`src/rtl/irq_level_ctrl.sv`:
```
module irq_level_ctrl #(
  parameter logic [15:0] VERSION_ID = 16'h0010
) (
  input  logic        clk,
  input  logic        rst,
  input  logic [12:0] src_i,
  input  logic        req_i,
  input  logic        we_i,
  input  logic [5:0]  addr_i,
  input  logic [15:0] wdata_i,
  output logic [15:0] rdata_o,
  output logic [3:0]  irl_o,
  output logic [15:0] gpo_o,
  output logic        shutdown_o
);
  localparam int          NSRC     = 13;
  localparam logic [5:0]  OFF_MASK = 6'h00;
  localparam logic [5:0]  OFF_PWR  = 6'h30;
  localparam logic [5:0]  OFF_VER  = 6'h32;
  localparam logic [5:0]  OFF_GPO  = 6'h36;

  function automatic int bitpos(input int k);
    case (k)
      0: return 11;   1: return 9;    2: return 8;    3: return 12;
      4: return 10;   5: return 6;    6: return 5;    7: return 4;
      8: return 7;    9: return 14;   10: return 13;  11: return 0;
      default: return 15;
    endcase
  endfunction

  logic [15:0] mask_q, mask_d, stat_q, stat_d, gpo_q, rd_mux, pend;
  logic [3:0]  lvl, irl_q;
  logic [15:0] rdata_q;
  logic        shut_q;

  wire wr = req_i & we_i;
  wire rd = req_i & ~we_i;

  assign mask_d = (wr && addr_i == OFF_MASK) ? wdata_i : mask_q;

  always_comb begin
    stat_d = '0;
    for (int k = 0; k < NSRC; k++) stat_d[bitpos(k)] = src_i[k];
  end

  assign pend = stat_d & mask_d;

  always_comb begin
    lvl = 4'hF;
    for (int k = NSRC - 1; k >= 0; k--)
      if (pend[bitpos(k)]) lvl = 4'(k);
  end

  always_comb begin
    case (addr_i)
      OFF_MASK: rd_mux = mask_q;
      OFF_GPO:  rd_mux = gpo_q;
      OFF_VER:  rd_mux = VERSION_ID;
      default:  rd_mux = 16'h0000;
    endcase
  end

  always_ff @(posedge clk) begin
    if (rst) begin
      mask_q  <= '0;
      stat_q  <= '0;
      gpo_q   <= '0;
      irl_q   <= '0;
      rdata_q <= '0;
      shut_q  <= 1'b0;
    end else begin
      mask_q  <= mask_d;
      stat_q  <= stat_d;
      if (wr && addr_i == OFF_GPO) gpo_q <= wdata_i;
      irl_q   <= lvl ^ 4'hF;
      rdata_q <= rd ? rd_mux : 16'h0000;
      shut_q  <= wr && addr_i == OFF_PWR && wdata_i[0];
    end
  end

  assign rdata_o    = rdata_q;
  assign irl_o      = irl_q;
  assign gpo_o      = gpo_q;
  assign shutdown_o = shut_q;

  a_r3_idle_zero: assert property (@(posedge clk) disable iff (rst)
    (src_i == '0) |=> (irl_o == 4'h0));

  a_r2_no_low_status: assert property (@(posedge clk) disable iff (rst)
    stat_q[3:1] == 3'b000);

  a_r4_empty_mask_zero: assert property (@(posedge clk) disable iff (rst)
    (mask_d == '0) |=> (irl_o == 4'h0));

  a_r9_pulse_source: assert property (@(posedge clk) disable iff (rst)
    $rose(shutdown_o) |-> $past(req_i && we_i && addr_i == OFF_PWR && wdata_i[0]));

  a_r10_version_read: assert property (@(posedge clk) disable iff (rst)
    ($past(!rst) && $past(req_i && !we_i && addr_i == OFF_VER)) |-> rdata_o == VERSION_ID);

  a_r8_gpo_hold: assert property (@(posedge clk) disable iff (rst)
    !(req_i && we_i && addr_i == OFF_GPO) |=> $stable(gpo_o));

  a_r7_idle_rdata: assert property (@(posedge clk) disable iff (rst)
    !(req_i && !we_i) |=> rdata_o == 16'h0000);
endmodule

```
`config.mk`:
```
export PLATFORM = sky130hd
export DESIGN_NAME = irq_level_ctrl
export DESIGN_NICKNAME = d
export VERILOG_FILES = /design/src/rtl/irq_level_ctrl.sv
export SDC_FILE = /design/constraint.sdc
export NUM_CORES = 1
export LEC_CHECK = 0
export BUFFER_PORTS_ARGS = -buffer_cell sky130_fd_sc_hd__buf_2
export CORE_ASPECT_RATIO = 0.5
export CORE_MARGIN = 2
export CORE_UTILIZATION = 34
export DETAILED_ROUTE_END_ITERATION = 12
export PLACE_DENSITY = 0.62
export SYNTH_ARGS = -nofsm -noshare
export SYNTH_HDL_FRONTEND = slang
export SYNTH_SLANG_ARGS = --single-unit
```
`constraint.sdc`:
```
create_clock -name clk -period 5.9 [get_ports clk]
set_input_delay 0.885 -clock clk [delete_from_list [all_inputs] [get_ports clk]]
set_output_delay 0.885 -clock clk [all_outputs]
set_load 0.02 [all_outputs]
```
* After elaboration in Yosys (flattened, before gate mapping)
Index checks and enable logic that the tools add are counted.
** Cells by class
- Bitwise operators :: 6
- Eq/ne operators :: 3
- Reductions and logical operators :: 6
- Muxes and demuxes :: 15
** Operator list (count)
- $pmux W16 S3 :: 1
- $mux W4 :: 8
- $eq A6 B6 Y1 const B :: 3
- $and A16 B16 Y16 :: 1
- $mux W16 :: 1
- $mux W3 :: 4
- $logic_not A6 Y1 :: 1
- $logic_and A1 B1 Y1 :: 4
- $not A4 Y4 :: 1
- $and A1 B1 Y1 :: 2
- $mux W2 :: 1
- $not A1 Y1 :: 2
- $reduce_or A2 Y1 :: 1
** Storage, ports and cells
- Register bits after elaboration :: 53
- Bits of input ports :: 39
- Output and inout bits :: 37
- Logic and storage cells :: 35

* Logic depth before layout (Yosys ltp)
Gate-level depths: netlist (run 1).
- Word-level depth :: 18
- Gate-level depth with buffers :: 7

* Worst setup path before layout (run 1)
No wires, ideal clock.
- Path kind :: in2reg
- Start :: input addr_i[3]
- End :: register irl_q[3] (netlist: irl_o[3])
- Required time :: 5780 ps
- Path slack :: 3368 ps
- Arrival time :: 2412 ps
- Cell stages on the path :: 6
- Path buffers :: 1
- Cells stage by stage :: or4_4 > buf_6 > o21ai_2 > a21boi_2 > or3_1 > o31a_1
** Between the ends
- Longest elaborated chain between the ends :: 13
** Ends and longest elaborated chain
- start, declared :: line 9 : input logic [5:0] addr_i,
- $logic_not A6 Y1 * :: line 39 : assign mask_d = (wr && addr_i == OFF_MASK) ? wdata_i : mask_q;
- $logic_and A1 B1 Y1 * :: line 39
- $mux W16 * :: line 39
- $and A16 B16 Y16 * :: line 46 : assign pend = stat_d & mask_d;
- $mux W4 (7 in a row) :: line 51 : if (pend[bitpos(k)]) lvl = 4'(k);
- $mux W4 * :: line 51
- $not A4 Y4 (no source line) *
- end signal, assigned :: line 75 : irl_q <= lvl ^ 4'hF;
- end, declared :: line 32 : logic [3:0] lvl, irl_q;
Every way passes the cells marked *; elsewhere a longest branch is shown, timed or not.
A chain may end at the register's enable or synchronous reset.

* Worst setup path after layout (run 1)
- Start :: input addr_i[0]
- End :: register gpo_q[10] (netlist: gpo_o[10])
** Between the ends
- Longest elaborated chain between the ends :: 2
** Ends and longest elaborated chain
- $eq A6 B6 Y1 :: line 74 : if (wr && addr_i == OFF_GPO) gpo_q <= wdata_i;
- $logic_and A1 B1 Y1 :: line 74
- end signal, assigned :: line 74
- end, declared :: line 31 : logic [15:0] mask_q, mask_d, stat_q, stat_d, gpo_q, rd_mux, pend;
Every way passes these cells.

==> out/qor.csv, run 1 <==
stage;metric;value;unit
place;gp_congestion;0.866;
place;io_buffers;75;
worst_setup_path;arrival;3.42;ns
synthesis;synth.distinct_cells;49;
clocking;cts_buffer_depth;2;
min_path;hp-start;mask_q[1]$_SDFFE_PP0N_;
timing;max-slew-margin-rel;0.206;
synthesis;synth-seq-cells;53;
place;hpwl;4460;µm
die;dieArea;7350;µm²
clocking;clock_latency;0.29;ns
place;dp_slack;2.37;ns
die;coreArea;6230;µm²
global_routing;grtUsageMet1;0.208;
status;outcome;finished clean;
timing;setup_viol;0;
power_and_ir_drop;power.switching;159;µW
clocking;htreeDepth;2;
worst_setup_path;crit_fanout;16;
clocking;numClockSinks;53;
min_path;whs_path_depth;2;
global_routing;overflow;0;
worst_setup_path;end_kind;flop;
cells_and_area;antenna_cells;0;
worst_setup_path;start_kind;input port;
global_routing;grt_use_met2;0.296;
global_routing;first_global_vias;1965;
routing;detail_route.iter0.violations;138;
routing;drcViolationCount;0;
timing;fmax;307;MHz
routing;postRouteAntennaNets;0;
die;io_pins;76;
synthesis;avgSynthCellArea;9.33;µm²
min_path;holdPathEnd;mask_q[1]$_SDFFE_PP0N_;
timing;tns;0;ns
global_routing;antenna_found_initial;0;
synthesis;synthCells;242;
power_and_ir_drop;p_sw_frac;0.231;
timing;finClkSkew;0.00361;ns
global_routing;grt_usage;0.168;
routing;firstDrtPassIters;4;
worst_setup_path;r2r-start;mask_q[0]$_SDFF_PP0_;
synthesis;synth_area;2260;µm²
cells_and_area;drive_above_1_share;0.303;
cells_and_area;syn2layout_area_growth;25.6;%
clocking;cts_buffers;5;
power_and_ir_drop;finalPower;690;µW
die;start_util;0.362;
clocking;clk_pin_slew;0.07;ns
cells_and_area;fillers;615;
routing;via_per_inst;5.24;
power_and_ir_drop;powerDensity;243;nW/µm²
timing;slew_viol_final;0;
timing;worst_slew_pin_slew;1.19;ns
clocking;cts_resized;0;
power_and_ir_drop;seq_power_share;0.520;
clocking;cts_root_buf;clkbuf_16;
worst_setup_path;r2r_cells;5;
cells_and_area;nets;352;
power_and_ir_drop;p_leak;0.00133;µW
routing;wirelength;6220;µm
min_path;hold_path_class;flop to flop;
synthesis;yosysWarnings;0;
timing;hold_viol_final;0;
timing;layout_worst_path_cycle_share;0.553;
power_and_ir_drop;p_clk_frac;0.421;
global_routing;grt_max_degree;37;
timing;setup_slack;2.64;ns
synthesis;synth_nets;281;
routing;wl_per_cell;15.5;µm
worst_setup_path;path_class;input port to flop;
die;dieWidth;119;µm
worst_setup_path;crit_required;6.06;ns
synthesis;synth-seq-area-share;0.470;
worst_setup_path;rr_endpoint;irl_o[0]$_SDFF_PP0_;
clocking;hold_buffers;0;
cells_and_area;post-route-util;0.455;
timing;rsz0062_at_grt;false;
worst_setup_path;r2r_slack;4.40;ns
clocking;post_cts_buffers;0;
flow_run;cap_violations;0;
die;core.rowCount;20;
power_and_ir_drop;p_comb_frac;0.059;
timing;finalCriticalPeriod;3.26;ns
global_routing;grt_pass1_wl;9520;µm
global_routing;grt-busiest-layer;met2;
power_and_ir_drop;irDropWorstVdd;0.112;mV
routing;vias;2108;
global_routing;met3_usage;0.0398;
power_and_ir_drop;p_int;530;µW
die;die_h;61.6;µm
clocking;cts_tree;done;
through the flow:
| step | hold slack, ns | std cells | instance area (µm²) |
|---|---|---|---|
| floorplan | 0.437 | 242 | 2260 |
| global placement | 0.443 | 394 | 2690 |
| global route | 0.497 | 402 | 2840 |
| detailed placement | 0.458 | 394 | 2690 |
| CTS | 0.468 | 402 | 2840 |
| finish | 0.465 | 402 | 2840 |
routing by layer:
| layer | up-vias | wire [µm] |
|---|---|---|
| li1 | 1022 | - |
| met1 | 1013 | 2740 |
| met2 | 69 | 2990 |
| met3 | 4 | 446 |
| met4 | 0 | 50 |
| met5 | - | 0 |
worst max-delay path, stage by stage:
cell	delay, ns
buf_2	0.12
and4bb_2	0.31
and3_1	0.60
nand3_1	0.99
mux2i_1	0.44
nor2_1	0.06
layout make-up:
cell class | instances | area (µm²) | area share
sequential | 53 | 1060 | 0.374
tap | 88 | 110 | 0.0388
clock inverter | 3 | 17.5 | 0.00618
multi-input combinational | 171 | 1110 | 0.393
inverter | 5 | 18.8 | 0.00662
timing repair buffer | 77 | 390 | 0.138
clock buffer | 5 | 125 | 0.0441
flip-flops by register name, summed over array words and instances, names as in the netlist:
signal and count:
rdata_o 16, irl_o 4, gpo_o 16, shutdown_o 1, mask_q 16
placed cells by master (no fill, tap or decap), drive strengths merged, types with 2 or more instances in the layout:
cell    netlist  final
o21ai         5      5
buf           7     77
and2          2      2
clkinv        0      2
inv           5      5
clkbuf        6      5
nor2         38     38
o211ai        3      3
a221o         2      2
a21boi        2      2
a31oi         2      2
a22o          2      2
nor4          2      2
nand3         6      6
a21oi        14     14
nand2b        2      2
mux2i        22     22
a22oi        18     18
dfxtp        53     53
a32o          2      2
a41oi         2      2
nand2        27     27
worst max path at each step:
| stage | from | cells after the start | end |
|---|---|---|---|
| floorplan | addr_i[3] | 6 | irl_o[3]$_SDFF_PP0_ |
| global placement | addr_i[0] | 6 | gpo_o[2]$_SDFFE_PP0P_ |
| detailed placement | addr_i[0] | 6 | gpo_o[10]$_SDFFE_PP0P_ |
| CTS | addr_i[0] | 6 | gpo_o[7]$_SDFFE_PP0P_ |
| global route | addr_i[0] | 6 | gpo_o[1]$_SDFFE_PP0P_ |
| finish | addr_i[0] | 6 | gpo_o[10]$_SDFFE_PP0P_ |
synth_stat cells, drive strengths merged:
library cell	count	area [µm²]
inv	5	18.8
a31oi	2	12.5
a2111o	1	11.3
and4	1	8.76
a221o	2	20.0
or3	1	6.26
nor3	1	16.3
a32o	2	20.0
o2111ai	1	8.76
mux2	1	11.3
nor4bb	1	10.0
o31ai	1	7.51
nor4	2	27.5
or4	1	11.3
nand4	1	6.26
a22oi	18	135
a21bo	1	10.0
o41ai	1	8.76
buf	7	42.5
a41oi	2	17.5
dfxtp	53	1060
a222oi	1	10.0
and2	2	12.5
nor2	38	143
nand3b	1	7.51
and4bb	1	12.5
a22o	2	17.5
and3	1	6.26
a21oi	14	70.1
nand2b	2	12.5
o31a	1	8.76
nand3	6	30.0
o221a	1	11.3
o21ai	5	28.8
a221oi	1	8.76
a21boi	2	18.8
mux2i	22	220
or4bb	1	15.0
clkbuf	6	22.5
nand2	27	109
o211ai	3	22.5
cells by family (layout without fill, tap and decap cells):
family | Yosys count | count (layout) | share of synthesized area
AO/OA/AOI/OAI | 61 | 61 | 0.198
buffers and inverters | 18 | 90 | 0.0371
flip-flops | 53 | 53 | 0.470
multiplexers | 23 | 23 | 0.102
AND/OR/NAND/NOR | 87 | 87 | 0.192
power groups by stage:
stage	sequential [µW]	clock [µW]	combinational, µW
after floorplan	368	0	15.1
after global placement	367	0	39.7
after detailed placement	367	0	40.4
after CTS	359	295	40.5
after global routing	359	306	44.2
final	359	290	40.8
No activity file was read; power rests on OpenSTA's default activity.
==> inputs of run 2 (changes only) <==
- PLACE_DENSITY: 0.62 -> 0.64
- clock period: 5.9 -> 2.65 ns (I/O delays scaled with it)
==> out/qor.csv, run 2 (synthesis gave the netlist of run 1 again) <==
stage;metric;value;unit;change
worst_setup_path;path_class;input port to flop;;unchanged
clocking;clock_latency;0.28;ns;was 0.29 ns
worst_setup_path;critPathTopFamily;compound AO/OA/AOI/OAI gates;;was simple AND/OR/NAND/NOR gates
timing;tns;0;ns;unchanged
timing;hold_viol_final;0;;unchanged
cells_and_area;antenna_cells;0;;unchanged
flow_run;cap_violations;0;;unchanged
timing;worst_slew_pin_slew;0.692;ns;was 1.19 ns
cells_and_area;fillers;613;;was 615
routing;vias;2073;;was 2,108
clocking;cts_buffers;5;;unchanged
min_path;hold_path_class;input port to flop;;was flop to flop
routing;postRouteAntennaNets;0;;unchanged
global_routing;overflow;0;;unchanged
cells_and_area;final_common_cell;buf_2;;unchanged
die;start_util;0.362;;unchanged
worst_setup_path;crit_required;2.85;ns;was 6.06 ns
routing;via_per_inst;5.09;;was 5.24
worst_setup_path;end_kind;flop;;unchanged
timing;slew_viol_final;0;;unchanged
power_and_ir_drop;irDropWorstVdd;0.275;mV;was 0.112 mV
place;hpwl;4510;µm;was 4460 µm
timing;finalCriticalPeriod;2.03;ns;
global_routing;grt_pass1_wl;9560;µm;was 9520 µm
global_routing;grt_usage;0.167;;was 0.168
die;coreArea;6230;µm²;unchanged
routing;firstDrtPassIters;4;;unchanged
power_and_ir_drop;p_int;1190;µW;was 530 µW
clocking;numClockSinks;53;;unchanged
die;die_h;61.6;µm;unchanged
power_and_ir_drop;p_comb_frac;0.060;;was 0.059
power_and_ir_drop;power.switching;338;µW;was 159 µW
global_routing;first_global_vias;1954;;was 1,965
power_and_ir_drop;powerDensity;528;nW/µm²;was 243 nW/µm²
clocking;cts_resized;0;;unchanged
cells_and_area;syn2layout_area_growth;27.8;%;was 25.6%
routing;wl_per_cell;14.7;µm;was 15.5 µm
power_and_ir_drop;finalPower;1520;µW;was 690 µW
timing;max-slew-margin-rel;0.539;;was 0.206
clocking;cts_buffer_depth;2;;unchanged
power_and_ir_drop;seq_power_share;0.524;;was 0.520
cells_and_area;final_cell_mix;buf_2, dfxtp_1, nor2_1, nand2_1, mux2i_1;;unchanged
power_and_ir_drop;p_sw_frac;0.221;;was 0.231
routing;wirelength;5990;µm;was 6220 µm
worst_setup_path;cp_slowest_cell;a2111o_1;;was nand3_1
die;dieWidth;119;µm;unchanged
cells_and_area;fin_cells;407;;was 402
power_and_ir_drop;p_leak;0.00136;µW;was 0.00133 µW
die;core.rowCount;20;;unchanged
worst_setup_path;start_kind;input port;;unchanged
place;dp_cells;399;;was 394
cells_and_area;drive_above_1_share;0.310;;was 0.303
timing;setup_viol;0;;unchanged
worst_setup_path;r2r_slack;1.19;ns;was 4.40 ns
timing;rsz0062_at_grt;false;;unchanged
worst_setup_path;crit_path_cell_trace;buf_2 > nor4bb_1 > buf_4 > nand2_4 > mux2_1 > a2111o_1 > o211ai_1;;was buf_2 > and4bb_2 > and3_1 > nand3_1 > mux2i_1 > nor2_1
die;dieArea;7350;µm²;unchanged
global_routing;grt_max_degree;37;;unchanged
status;outcome;finished clean;;unchanged
timing;fmax;493;MHz;
worst_setup_path;crit_buf_inv;2;;was 1
cells_and_area;nets;357;;was 352
global_routing;antenna_found_initial;0;;unchanged
worst_setup_path;crit_fanout;15;;was 16
clocking;cts_tree;done;;unchanged
power_and_ir_drop;p_clk_frac;0.416;;was 0.421
routing;drcViolationCount;0;;unchanged
clocking;htreeDepth;2;;unchanged
die;io_pins;76;;unchanged
routing;detail_route.iter0.violations;206;;was 138
timing;finClkSkew;0.00476;ns;was 0.00361 ns
worst_setup_path;arrival;2.23;ns;was 3.42 ns
clocking;cts_root_buf;clkbuf_16;;unchanged
place;gp_congestion;0.888;;was 0.866
worst_setup_path;slowest_delay;0.41;ns;was 0.99 ns
clocking;hold_buffers;0;;unchanged
place;io_buffers;75;;unchanged
clocking;post_cts_buffers;0;;unchanged
clocking;clk_pin_slew;0.07;ns;about the same
timing;layout_worst_path_cycle_share;0.765;;
-- run 2: metrics by stage --
| stage | hold slack [ns] | instance area, µm² | utilization | setup WS [ns] |
|---|---|---|---|---|
| 2_1_floorplan | 0.437 | 2260 | - | 0.605 |
| 5_1_grt | 0.362 | 2890 | 0.463 | 0.525 |
| 3_3_place_gp | 0.452 | 2740 | 0.440 | 0.466 |
| 4_1_cts | 0.359 | 2890 | 0.463 | 0.682 |
| 6_report | 0.358 | 2890 | 0.463 | 0.622 |
| 3_5_place_dp | 0.457 | 2740 | 0.440 | 0.392 |
-- run 2: path summary, 6_finish.rpt --
path                                from                     end  cells past startpoint
setup / recovery               addr_i[2]     irl_o[0]$_SDFF_PP0_                      7
hold / removal                wdata_i[2]  mask_q[2]$_SDFFE_PP0N_                      3
setup reg to reg    mask_q[0]$_SDFF_PP0_     irl_o[0]$_SDFF_PP0_                      5
hold reg to reg   mask_q[2]$_SDFFE_PP0N_  mask_q[2]$_SDFFE_PP0N_                      2
-- run 2: cell type report --
class,count,area [µm²],area share
Tap cell,88,110,0.0381
Clock inverter,2,13.8,0.00477
Timing Repair Buffer,82,440,0.153
Clock buffer,6,129,0.0446
Inverter,5,18.8,0.00650
Sequential cell,53,1060,0.368
Multi-Input combinational cell,171,1110,0.386
-- run 2: power by group through the flow --
stage | registers, µW | logic, µW | clock network [µW]
after floorplan | 818 | 33.6 | 0
after global placement | 817 | 89.1 | 0
after detailed placement | 817 | 91.6 | 0
after CTS | 798 | 91.9 | 646
after global routing | 798 | 100 | 670
final | 799 | 91.9 | 634
-- run 2: worst min-delay path, delay by kind of cell --
kind            cells  cell delay, ns
buf+inv             1            0.11
simple gates        1            0.05
compound gates      1            0.05
-- run 2: layer usage --
layer	track usage	wire, µm	vias to the layer above
li1	-	-	1033
met1	0.216	2750	975
met2	0.287	2780	63
met3	0.0435	447	2
met4	0.0391	25	0
met5	0	0	-
